--- src/rtl/gre_pkg.sv ---
package gre_pkg;

  typedef enum logic [1:0] {
    ST_IDLE  = 2'd0,
    ST_CMD   = 2'd1,
    ST_WDATA = 2'd2,
    ST_READ  = 2'd3
  } xfer_st_t;

  // Family numbers held in pointer bits [3:2].
  localparam logic [1:0] FAM_SENSE = 2'd0;
  localparam logic [1:0] FAM_DRIVE = 2'd1;
  localparam logic [1:0] FAM_INV   = 2'd2;
  localparam logic [1:0] FAM_DIR   = 2'd3;

  // A pointer names a real register only when it is below 16 and its
  // member index does not pass the last member of the family.
  function automatic logic ptr_ok(input logic [7:0] p, input logic [1:0] last);
    return (p[7:4] == 4'd0) && (p[1:0] <= last);
  endfunction

  // Step within the family; the member after the last one is member 0.
  // An invalid pointer stays where it is.
  function automatic logic [7:0] ptr_step(input logic [7:0] p, input logic [1:0] last);
    logic [7:0] nxt;
    if (!ptr_ok(p, last))     nxt = p;
    else if (p[1:0] == last)  nxt = {p[7:2], 2'b00};
    else                      nxt = p + 8'd1;
    return nxt;
  endfunction

endpackage

--- src/rtl/gre_xfer.sv ---
module gre_xfer
  import gre_pkg::*;
#(
  parameter int NPORT = 3
) (
  input  logic      clk,
  input  logic      rst_n,
  input  logic      addr_valid,
  input  logic      addr_rnw,
  input  logic      wr_valid,
  input  logic [7:0] wr_byte,
  input  logic      rd_ack,
  input  logic      stop,
  output xfer_st_t  st,
  output logic [7:0] ptr,
  output logic      cmd_fire,
  output logic      ptr_adv,
  output logic      store_we
);
  localparam logic [1:0] LAST = 2'(NPORT - 1);

  logic quiet;
  logic data_fire;
  logic rd_fire;

  // A new address or a stop takes priority over any byte in the same cycle.
  assign quiet     = !addr_valid && !stop;
  assign cmd_fire  = quiet && wr_valid && (st == ST_CMD);
  assign data_fire = quiet && wr_valid && (st == ST_WDATA);
  assign rd_fire   = quiet && rd_ack   && (st == ST_READ);
  assign ptr_adv   = data_fire || rd_fire;
  assign store_we  = data_fire && ptr_ok(ptr, LAST) && (ptr[3:2] != FAM_SENSE);

  always_ff @(posedge clk or negedge rst_n) begin
    if (!rst_n) begin
      st  <= ST_IDLE;
      ptr <= 8'd0;
    end else begin
      if (stop)            st <= ST_IDLE;
      else if (addr_valid) st <= addr_rnw ? ST_READ : ST_CMD;
      else if (cmd_fire)   st <= ST_WDATA;

      if (cmd_fire)        ptr <= wr_byte;
      else if (ptr_adv)    ptr <= ptr_step(ptr, LAST);
    end
  end
endmodule

--- src/rtl/gre_regs.sv ---
module gre_regs
  import gre_pkg::*;
#(
  parameter int NPORT = 3,
  parameter int PW    = 8
) (
  input  logic               clk,
  input  logic               rst_n,
  input  logic               we,
  input  logic [3:0]         widx,
  input  logic [PW-1:0]      wdata,
  output logic [NPORT*PW-1:0] drv_q,
  output logic [NPORT*PW-1:0] inv_q,
  output logic [NPORT*PW-1:0] dir_q
);
  for (genvar k = 0; k < NPORT; k++) begin : g_port
    logic hit;
    assign hit = we && (widx[1:0] == 2'(k));

    always_ff @(posedge clk or negedge rst_n) begin
      if (!rst_n) begin
        drv_q[k*PW +: PW] <= '1;
        inv_q[k*PW +: PW] <= '0;
        dir_q[k*PW +: PW] <= '1;
      end else if (hit) begin
        case (widx[3:2])
          FAM_DRIVE: drv_q[k*PW +: PW] <= wdata;
          FAM_INV:   inv_q[k*PW +: PW] <= wdata;
          FAM_DIR:   dir_q[k*PW +: PW] <= wdata;
          default:   ;
        endcase
      end
    end
  end
endmodule

--- src/rtl/gre_rdmux.sv ---
module gre_rdmux
  import gre_pkg::*;
#(
  parameter int NPORT = 3,
  parameter int PW    = 8
) (
  input  logic [7:0]          ptr,
  input  logic [NPORT*PW-1:0] pin_in,
  input  logic [NPORT*PW-1:0] drv_q,
  input  logic [NPORT*PW-1:0] inv_q,
  input  logic [NPORT*PW-1:0] dir_q,
  output logic [PW-1:0]       rd_data
);
  localparam logic [1:0] LAST = 2'(NPORT - 1);

  logic [PW-1:0] sense_b [NPORT];
  logic [PW-1:0] drv_b   [NPORT];
  logic [PW-1:0] inv_b   [NPORT];
  logic [PW-1:0] dir_b   [NPORT];

  for (genvar k = 0; k < NPORT; k++) begin : g_slice
    assign sense_b[k] = pin_in[k*PW +: PW] ^ inv_q[k*PW +: PW];
    assign drv_b[k]   = drv_q[k*PW +: PW];
    assign inv_b[k]   = inv_q[k*PW +: PW];
    assign dir_b[k]   = dir_q[k*PW +: PW];
  end

  always_comb begin
    rd_data = '0;
    for (int k = 0; k < NPORT; k++) begin
      if (ptr_ok(ptr, LAST) && (ptr[1:0] == 2'(k))) begin
        case (ptr[3:2])
          FAM_SENSE: rd_data = sense_b[k];
          FAM_DRIVE: rd_data = drv_b[k];
          FAM_INV:   rd_data = inv_b[k];
          default:   rd_data = dir_b[k];
        endcase
      end
    end
  end
endmodule

--- src/rtl/gre_pins.sv ---
module gre_pins #(
  parameter int NBIT = 24
) (
  input  logic [NBIT-1:0] drv_q,
  input  logic [NBIT-1:0] dir_q,
  output logic [NBIT-1:0] pin_oe,
  output logic [NBIT-1:0] pin_out
);
  for (genvar b = 0; b < NBIT; b++) begin : g_bit
    assign pin_oe[b]  = !dir_q[b];
    assign pin_out[b] = !dir_q[b] && drv_q[b];
  end
endmodule

--- src/rtl/gpio_regbank.sv ---
module gpio_regbank
  import gre_pkg::*;
#(
  parameter int NPORT = 3,
  parameter int PW    = 8
) (
  input  logic                clk,
  input  logic                rst_n,
  input  logic                addr_valid,
  input  logic                addr_rnw,
  input  logic                wr_valid,
  input  logic [7:0]          wr_byte,
  input  logic                rd_ack,
  input  logic                stop,
  output logic [PW-1:0]       rd_data,
  input  logic [NPORT*PW-1:0] pin_in,
  output logic [NPORT*PW-1:0] pin_oe,
  output logic [NPORT*PW-1:0] pin_out
);
  localparam int NBIT = NPORT * PW;

  xfer_st_t        st;
  logic [7:0]      ptr;
  logic            cmd_fire;
  logic            ptr_adv;
  logic            store_we;
  logic [NBIT-1:0] drv_q;
  logic [NBIT-1:0] inv_q;
  logic [NBIT-1:0] dir_q;

  gre_xfer #(.NPORT(NPORT)) u_xfer (
    .clk(clk), .rst_n(rst_n), .addr_valid(addr_valid), .addr_rnw(addr_rnw),
    .wr_valid(wr_valid), .wr_byte(wr_byte), .rd_ack(rd_ack), .stop(stop),
    .st(st), .ptr(ptr), .cmd_fire(cmd_fire), .ptr_adv(ptr_adv),
    .store_we(store_we)
  );

  gre_regs #(.NPORT(NPORT), .PW(PW)) u_regs (
    .clk(clk), .rst_n(rst_n), .we(store_we), .widx(ptr[3:0]),
    .wdata(wr_byte[PW-1:0]), .drv_q(drv_q), .inv_q(inv_q), .dir_q(dir_q)
  );

  gre_rdmux #(.NPORT(NPORT), .PW(PW)) u_rdmux (
    .ptr(ptr), .pin_in(pin_in), .drv_q(drv_q), .inv_q(inv_q), .dir_q(dir_q),
    .rd_data(rd_data)
  );

  gre_pins #(.NBIT(NBIT)) u_pins (
    .drv_q(drv_q), .dir_q(dir_q), .pin_oe(pin_oe), .pin_out(pin_out)
  );
endmodule

--- config.mk ---
export PLATFORM = sky130hd
export DESIGN_NAME = gpio_regbank
export DESIGN_NICKNAME = d
export VERILOG_FILES = /design/src/rtl/gre_pkg.sv /design/src/rtl/gre_xfer.sv /design/src/rtl/gre_regs.sv /design/src/rtl/gre_rdmux.sv /design/src/rtl/gre_pins.sv /design/src/rtl/gpio_regbank.sv
export SDC_FILE = /design/constraint.sdc
export NUM_CORES = 1
export LEC_CHECK = 0
export BUFFER_PORTS_ARGS = -buffer_cell sky130_fd_sc_hd__buf_2
export CAP_MARGIN = 20
export CELL_PAD_IN_SITES_DETAIL_PLACEMENT = 1
export CELL_PAD_IN_SITES_GLOBAL_PLACEMENT = 1
export CORE_MARGIN = 3
export CORE_UTILIZATION = 43
export CTS_BUF_LIST = sky130_fd_sc_hd__clkbuf_2 sky130_fd_sc_hd__clkbuf_4 sky130_fd_sc_hd__clkbuf_8
export DETAILED_ROUTE_END_ITERATION = 6
export GPL_TIMING_DRIVEN = 0
export PLACE_DENSITY = 0.83
export SYNTH_ARGS = -nofsm -noshare
export SYNTH_HDL_FRONTEND = slang
export SYNTH_HIERARCHICAL = 1
export SYNTH_SLANG_ARGS = --single-unit
export TNS_END_PERCENT = 30
--- constraint.sdc ---
create_clock -name clk -period 6.5 [get_ports clk]
set_clock_uncertainty 0.05 [all_clocks]
set_input_delay 0.65 -clock clk [delete_from_list [all_inputs] [get_ports clk]]
set_output_delay 0.65 -clock clk [all_outputs]
set_load 0.02 [all_outputs]
==> results of run 1 <==
state kept, by name, summed over array words and instances, names as in the netlist:
register	flops
u_regs/inv_q	24
u_regs/dir_q	24
u_xfer/st	2
u_regs/drv_q	24
u_xfer/ptr	8
critical path, stage by stage, from the launching register on:
cell      delay (ps)
dfrtp_1          410
or4_4            570
nor3b_1          830
o311ai_0         520
o311ai_1         210
buf_2            230
per-stage QoR:
stage | instance area, um2 | power [uW] | utilization [%]
finish | 5480 | 1380 | 53.0
global route | 5480 | 1440 | 53.0
CTS | 5480 | 1380 | 53.0
detailed placement | 5240 | 944 | 50.8
global placement | 5220 | 927 | 50.6
floorplan | 4580 | 811 | -
worst max-delay path by stage:
stage,from,to,depth (start not counted)
2_1_floorplan,u_xfer/ptr[5],rd_data[0],4
6_report,u_xfer/ptr[5],rd_data[4],5
3_5_place_dp,u_xfer/ptr[5],rd_data[7],5
4_1_cts,u_xfer/ptr[5],rd_data[7],5
3_3_place_gp,u_xfer/ptr[5],rd_data[7],5
5_1_grt,u_xfer/ptr[5],rd_data[4],5
routing by layer:
layer	GRT usage, %	part of all wire (%)	vias up
li1	-	-	1665
met1	31.4	43	1922
met2	39.1	50	150
met3	2.96	5.4	21
met4	8.64	2.2	0
met5	0	0	-
final cells by class:
class / count / area, um2 / area share, %
well taps: 136 / 170 / 3.11
repair buffers: 95 / 493 / 9.00
inverters: 28 / 105 / 1.92
plain buffers: 18 / 96.3 / 1.76
clock buffers: 12 / 159 / 2.90
clock inverters: 4 / 73.8 / 1.35
multi-input cells: 274 / 2270 / 41.4
flip-flops and latches: 82 / 2110 / 38.6
power by group:
group	leakage (uW)	internal (uW)	switching [uW]
Combinational	0.00137	145	228
Sequential	0.000956	534	36.1
Clock	0.000120	243	190
Total	0.00245	922	454
==> impl_metrics.ini, run 1 <==
[status]
status = completed

[floorplan]
dieWidth_um = 109
ios = 95
num_rows = 37
die_area_um2 = 11900
die_h_um = 109
core_area_um2 = 10300
initial_utilization_pct = 44.4

[worst_setup_path]
crit_type = reg2out
arrival_ps = 3130
critPathLaunchType = flip-flop
reg2reg_to = u_regs/dir_q[18]
worstRegToRegCells = 5
ff2ff_setup_slack_ps = 3900
end_kind = output pin
cp_max_fo = 8
r2r_start = u_xfer/ptr[5]
cp.required_ps = 5800

[routing]
drt_iter0_markers = 169
vias_per_cell = 5.79
firstDrtPassIters = 4
vias = 3758
drc = 0
ant_nets = 0
wl_per_cell_um = 21.0
routed_wl_um = 13600

[clocking]
cts_tree = done
cts.htree.levels = 3
clock_latency_ps = 360
cts_sinks = 82
cts_resized = 0
post_cts_buffers = 0
clockRootBuffer = clkbuf_8
path_clk_slew_ps = 90
cts_buffers = 9
clockBufferDepth = 2
cts_hold_buffers = 0

[timing]
setup_viol = 0
maxSlewHeadroom_pct = 29.6
fmax_mhz = 261
grt_setup_unrepaired = no
hold_slack_ps = 211
min_period_over_period_pct = 58.9
setup_ws_ps = 2670
worst_slew_pin_slew_ps = 1050
finalMaxSlewViolations = 0
report.final.hold_viol_count = 0
fin_tns_setup_ps = 0
min_period_ps = 3830

[global_route]
overflow = 0
track_usage_pct = 23.5
grt_pass1_wl_um = 20900
antenna_found_initial = 0
grt_pass1_vias = 3825
grt_start_max_net_pins = 43

[power_and_ir_drop]
powerDensity_nw_per_um2 = 251
total_leakage_power_uw = 0.00245
vdd_drop_max_v = 0.000142

[yosys]
netlist_instances = 402
synthesis.nets = 441
synth.yosys.warnings = 6
synth.avg_cell_area_um2 = 11.4
synth_area_um2 = 4580

[finish]
diodes = 0
fillers = 1137
area_growth_syn_to_layout_pct = 19.6
final_common_cell = buf_2
nNetsFinal = 547
layout_common_cells = 98 x buf_2, 48 x dfstp_2, 45 x nand2_1, 43 x mux2_2, 34 x dfrtp_1
stdcell_count = 649
drive_above_1_share_pct = 48.3

[flow_run]
drv_cap = 0

[hold_path]
hold_class = in2async

[placement]
pre_cts_ws_ps = 3250
gp_congestion = 0.856
port_buffers = 94
dp.final_hpwl_um = 9500
placed_cells = 633
No activity file was read; power rests on OpenSTA's default activity.
==> run 2, diff against run 1 <==
--- a/config.mk
+++ b/config.mk
@@ -5,16 +5,17 @@
 export SDC_FILE = /design/constraint.sdc
 export NUM_CORES = 1
 export LEC_CHECK = 0
+export ABC_AREA = 1
 export BUFFER_PORTS_ARGS = -buffer_cell sky130_fd_sc_hd__buf_2
 export CAP_MARGIN = 20
 export CELL_PAD_IN_SITES_DETAIL_PLACEMENT = 1
 export CELL_PAD_IN_SITES_GLOBAL_PLACEMENT = 1
 export CORE_MARGIN = 3
-export CORE_UTILIZATION = 43
+export CORE_UTILIZATION = 37
 export CTS_BUF_LIST = sky130_fd_sc_hd__clkbuf_2 sky130_fd_sc_hd__clkbuf_4 sky130_fd_sc_hd__clkbuf_8
 export DETAILED_ROUTE_END_ITERATION = 6
 export GPL_TIMING_DRIVEN = 0
-export PLACE_DENSITY = 0.83
+export PLACE_DENSITY = 0.81
 export SYNTH_ARGS = -nofsm -noshare
 export SYNTH_HDL_FRONTEND = slang
 export SYNTH_HIERARCHICAL = 1
==> constraint.sdc (replaced) <==
create_clock -name clk -period 3.35 [get_ports clk]
set_clock_uncertainty 0.05 [all_clocks]
set_input_delay 0.335 -clock clk [delete_from_list [all_inputs] [get_ports clk]]
set_output_delay 0.335 -clock clk [all_outputs]
set_load 0.02 [all_outputs]
==> impl_metrics.ini, run 2 <==
[status]
status = completed

[worst_setup_path]
arrival_ps = 2360
cp_cell_sequence = inv_1, nand2_1, nor2_1, nand3_1, nand3_1, buf_2
crit_top_cell = nand3_1
reg2reg_to = u_regs/dir_q[11]
end_kind = output pin
cp.required_ps = 2960
ff2ff_setup_slack_ps = 750
cp_max_fo = 15
critPathLaunchType = flip-flop
slowest_delay_ps = 580
crit_type = reg2out
cp_slowest_cell = dfrtp_1
r2r_start = u_xfer/ptr[0]
worstRegToRegCells = 7

[clocking]
cts.htree.levels = 3
cts_sinks = 82
clockRootBuffer = clkbuf_8
cts_resized = 0
cts_tree = done
clock_latency_ps = 390
post_cts_buffers = 0
cts_buffers = 9
clockBufferDepth = 2
cts_hold_buffers = 1
path_clk_slew_ps = 100

[yosys]
synthTopCellsByArea = dfstp_2 23%, nand2_1 22%, dfrtp_1 16%
synth_seq_cells = 82
synth.avg_cell_area_um2 = 6.74
ys_async_sr_fraction_pct = 100
synth-edff-count = 0
synth_area_um2 = 5420
synth_flop_cell = dfstp_2
synth.yosys.warnings = 6
seq_area_frac_synth_pct = 39.0
synth_most_common_cell = nand2_1
netlist_instances = 804
synth_top_area_cell = dfstp_2
synthesis.nets = 843
synth_top_area_share_pct = 23.3
synth.distinct_cells = 29
ys_top_cells_by_count = 324 x nand2_1, 110 x inv_1, 69 x nand3_1

[floorplan]
dieWidth_um = 127
ios = 95
core_area_um2 = 14100
initial_utilization_pct = 38.4
num_rows = 43
die_area_um2 = 16100
die_h_um = 127

[finish]
drive_above_1_share_pct = 27.0
multiInputGateArea_um2 = 2690
final_common_cell = nand2_1
layout_common_cells = 324 x nand2_1, 110 x inv_1, 99 x buf_2, 69 x nand3_1, 48 x dfstp_2
seqCellArea_um2 = 2110
top_regs = u_regs/dir_q x24, u_regs/drv_q x24, u_regs/inv_q x24
nNetsFinal = 950
diodes = 0
fillers = 1937
area_growth_syn_to_layout_pct = 17.0
final_core_util_pct = 45.0

[timing]
fmax_mhz = 364
setup_viol = 0
worst_slew_pin_slew_ps = 812
min_period_over_period_pct = 82.0
finalMaxSlewViolations = 0
fin_tns_setup_ps = 0
report.final.hold_viol_count = 0
maxSlewHeadroom_pct = 45.5
min_period_ps = 2750
grt_setup_unrepaired = no

[power_and_ir_drop]
vdd_drop_max_v = 0.000251
powerDensity_nw_per_um2 = 448
total_leakage_power_uw = 0.00334

[hold_path]
holdPathStages = 3
hold_class = in2reg
min-delay-start = wr_byte[4]
min_to = u_xfer/ptr[4]

[routing]
firstDrtPassIters = 4
wl_per_cell_um = 16.9
ant_nets = 0
vias = 5540
routed_wl_um = 18500
drc = 0
vias_per_cell = 5.05
drt_iter0_markers = 291

[placement]
port_buffers = 94
dp.final_hpwl_um = 13600
gp_congestion = 0.834

[global_route]
grt_pass1_wl_um = 29300
overflow = 0
grt_pass1_vias = 5508
track_usage_pct = 23.2
antenna_found_initial = 0
grt_start_max_net_pins = 52

[flow_run]
drv_cap = 0
## run 2: power by group
group	leakage (uW)	switching [uW]	total (uW)	internal (uW)
registers	0.000919	89.4	1120	1030
logic	0.00232	709	1010	298
clock network	0.0000997	398	716	319
total	0.00334	1200	2840	1650
## run 2: critical path, delay by kind of cell, from the launching register on
family | cells | cell delay (ps)
buffers and inverters | 2 | 330
DFF | 1 | 580
and+or+nand+nor | 4 | 1070
## run 2: kinds of logic after synthesis
family	Yosys count	share of synthesized area [%]
buffers and inverters	148	11.3
AOI/OAI and AO/OA	36	4.13
and+or+nand+nor	538	45.5
DFF	82	39.0
## run 2: area by class of cell
cell class,instances,share of cell area [%]
Sequential cell,82,33.3
Multi-Input combinational cell,574,42.5
Inverter,123,7.32
Tap cell,180,3.55
Timing Repair Buffer,96,8.05
Clock buffer,12,2.51
Clock inverter,4,0.434
Buffer,25,2.37
## run 2: worst max-delay path by stage
stage                   from          endpoint  slack [ps]  cells past startpoint
3_5_place_dp   u_xfer/ptr[0]  u_regs/dir_q[11]         800                      7
4_1_cts        u_xfer/ptr[0]        rd_data[4]         630                      6
3_3_place_gp   u_xfer/ptr[1]   u_regs/dir_q[9]         870                      7
6_report       u_xfer/ptr[0]        rd_data[4]         600                      6
2_1_floorplan  u_xfer/ptr[0]  u_regs/inv_q[20]        1320                      7
5_1_grt        u_xfer/ptr[1]        rd_data[4]         470                      6
## run 2: through the flow
step	hold slack [ps]	cell area [um2]	power (uW)	setup slack [ps]	instances
finish	96.4	6340	2840	604	1096
CTS	87.2	6340	2850	632	1096
global placement	413	6110	2100	869	1078
detailed placement	269	6140	2130	800	1079
global route	92.9	6340	3000	473	1096
floorplan	-10.6	5420	1770	1320	804
## run 2: per-layer routing
metal | track usage, % | part of all wire, % | vias to the layer above | wire [um]
met3 | 2.34 | 3.5 | 28 | 645
met5 | 0 | 0 | - | 0
met2 | 37.6 | 46 | 128 | 8590
met4 | 9.53 | 3.1 | 0 | 573
met1 | 31.8 | 47 | 2699 | 8690
li1 | - | - | 2685 | -
==> run 3, diff against run 2 <==
==> constraint.sdc (replaced) <==
create_clock -name clk -period 2.3 [get_ports clk]
set_clock_uncertainty 0.05 [all_clocks]
set_input_delay 0.23 -clock clk [delete_from_list [all_inputs] [get_ports clk]]
set_output_delay 0.23 -clock clk [all_outputs]
set_load 0.02 [all_outputs]
==> impl_metrics.ini, run 3 (same netlist as run 2, synthesis figures left out) <==
[routing]
drt_iter0_markers = 359
vias = 5597
wl_per_cell_um = 16.9
routed_wl_um = 18700
vias_per_cell = 5.06
firstDrtPassIters = 5
drc = 0
ant_nets = 0

[finish]
area_growth_syn_to_layout_pct = 19.7
multiInputGateArea_um2 = 2720
diodes = 0
final_common_cell = nand2_1
design_area_um2 = 6490
final_core_util_pct = 46.0
fillers = 1928
layout_common_cells = 324 x nand2_1, 110 x inv_1, 97 x buf_2, 68 x nand3_1, 48 x dfstp_2
drive_above_1_share_pct = 28.2
nNetsFinal = 961
top_regs = u_regs/dir_q x24, u_regs/drv_q x24, u_regs/inv_q x24
seqCellArea_um2 = 2120

[worst_setup_path]
cp_slowest_cell = dfrtp_2
worstRegToRegCells = 7
ff2ff_setup_slack_ps = 220
crit_type = reg2out
cp_cell_sequence = buf_4, nor2_4, buf_4, nand3_1, nand2_1, nand3_1, nand3_1, buf_2
crit_top_cell = nand3_1
cp.required_ps = 2020
path_buf_inv = 3
critPathLaunchType = flip-flop
end_kind = output pin
crit_family = simple AND/OR/NAND/NOR gates
cp_max_fo = 4
arrival_ps = 1930
r2r_start = u_xfer/ptr[0]
slowest_delay_ps = 450
reg2reg_to = u_regs/dir_q[11]

[power_and_ir_drop]
powerDensity_nw_per_um2 = 657
vdd_drop_max_v = 0.000367
total_leakage_power_uw = 0.00341

[placement]
postPlaceCellArea_um2 = 6140
gp_congestion = 0.834
pre_cts_ws_ps = -250
port_buffers = 94
dp.final_hpwl_um = 13600

[global_route]
overflow = 0
antenna_found_initial = 0
grt_start_max_net_pins = 52
track_usage_pct = 23.4
grt_pass1_wl_um = 29600
grt_pass1_vias = 5592

[timing]
finalMaxSlewViolations = 0
maxSlewHeadroom_pct = 48.8
min_period_over_period_pct = 96.1
report.final.hold_viol_count = 0
hold_slack_ps = 15.4
min_period_ps = 2210
fin_tns_setup_ps = 0
fmax_mhz = 452
setup_viol = 0
worst_slew_pin_slew_ps = 768
grt_setup_unrepaired = yes
setup_ws_ps = 89.7

[floorplan]
initial_utilization_pct = 38.4
die_area_um2 = 16100
core_area_um2 = 14100
die_h_um = 127
num_rows = 43
dieWidth_um = 127
ios = 95

[clocking]
path_clk_slew_ps = 80
cts_tree = done
clock_latency_ps = 390
clockBufferDepth = 2
cts_sinks = 82
cts.htree.levels = 3
cts_buffers = 9
clockRootBuffer = clkbuf_8

[hold_path]
min-delay-start = wr_byte[5]
holdPathStages = 3
hold_class = in2reg
min_to = u_xfer/ptr[5]

[flow_run]
drv_cap = 0

[status]
status = completed
-- run 3: report_power, final --
part	switching (uW)	total (uW)	leakage (uW)	internal, uW
Clock	570	1030	0.0000997	464
Sequential	103	1610	0.000913	1500
Combinational	1110	1620	0.00240	510
-- run 3: how the worst max path moves through the flow --
| stage | start | to | slack [ps] | cells past startpoint |
|---|---|---|---|---|
| 2_1_floorplan | u_xfer/ptr[0] | u_regs/inv_q[20] | 270 | 7 |
| 3_3_place_gp | u_xfer/ptr[1] | u_regs/dir_q[9] | -180 | 7 |
| 3_5_place_dp | u_xfer/ptr[0] | u_regs/dir_q[11] | -250 | 7 |
| 4_1_cts | u_xfer/ptr[4] | rd_data[4] | 2 | 6 |
| 5_1_grt | u_xfer/ptr[4] | rd_data[6] | -0.6 | 7 |
| 6_report | u_xfer/ptr[2] | rd_data[4] | 90 | 8 |
-- run 3: layout make-up --
cell class	instances	area share, %
Multi-Input combinational cell	574	41.9
Sequential cell	82	32.6
Timing Repair Buffer	107	9.34
Inverter	123	7.16
Tap cell	180	3.47
Buffer	25	2.58
Clock buffer	12	2.45
Clock inverter	4	0.424
-- run 3: metrics by stage --
| stage | cells | power, uW |
|---|---|---|
| after CTS | 1106 | 4230 |
| after global routing | 1107 | 4510 |
| after detailed placement | 1079 | 3100 |
| final | 1107 | 4260 |
| after floorplan | 804 | 2580 |
| after global placement | 1078 | 3070 |
-- run 3: what timing repair did --
item,4_1_cts,5_1_grt
setup endpoints to repair,80,61
setup buffers,6,1
hold buffers,5,0
resized for setup,9,7
pin swaps,1,3
hold endpoints to repair,14,0
-- run 3: worst reg2reg max path, stage by stage, from the launching register on --
cell and delay [ps]:
dfrtp_2 530, nand2_1 150, nand3_2 160, nor3_4 340
nand3_2 210, nor2_2 390, nand2_1 100, nand2_1 110
-- run 3: per-layer routing --
layer	GRT usage [%]	vias up	share of wire (%)
met5	0	-	0
met4	9.34	0	2.9
met3	2.30	26	3.9
met2	38.3	132	47
met1	32.1	2736	46
li1	-	2703	-
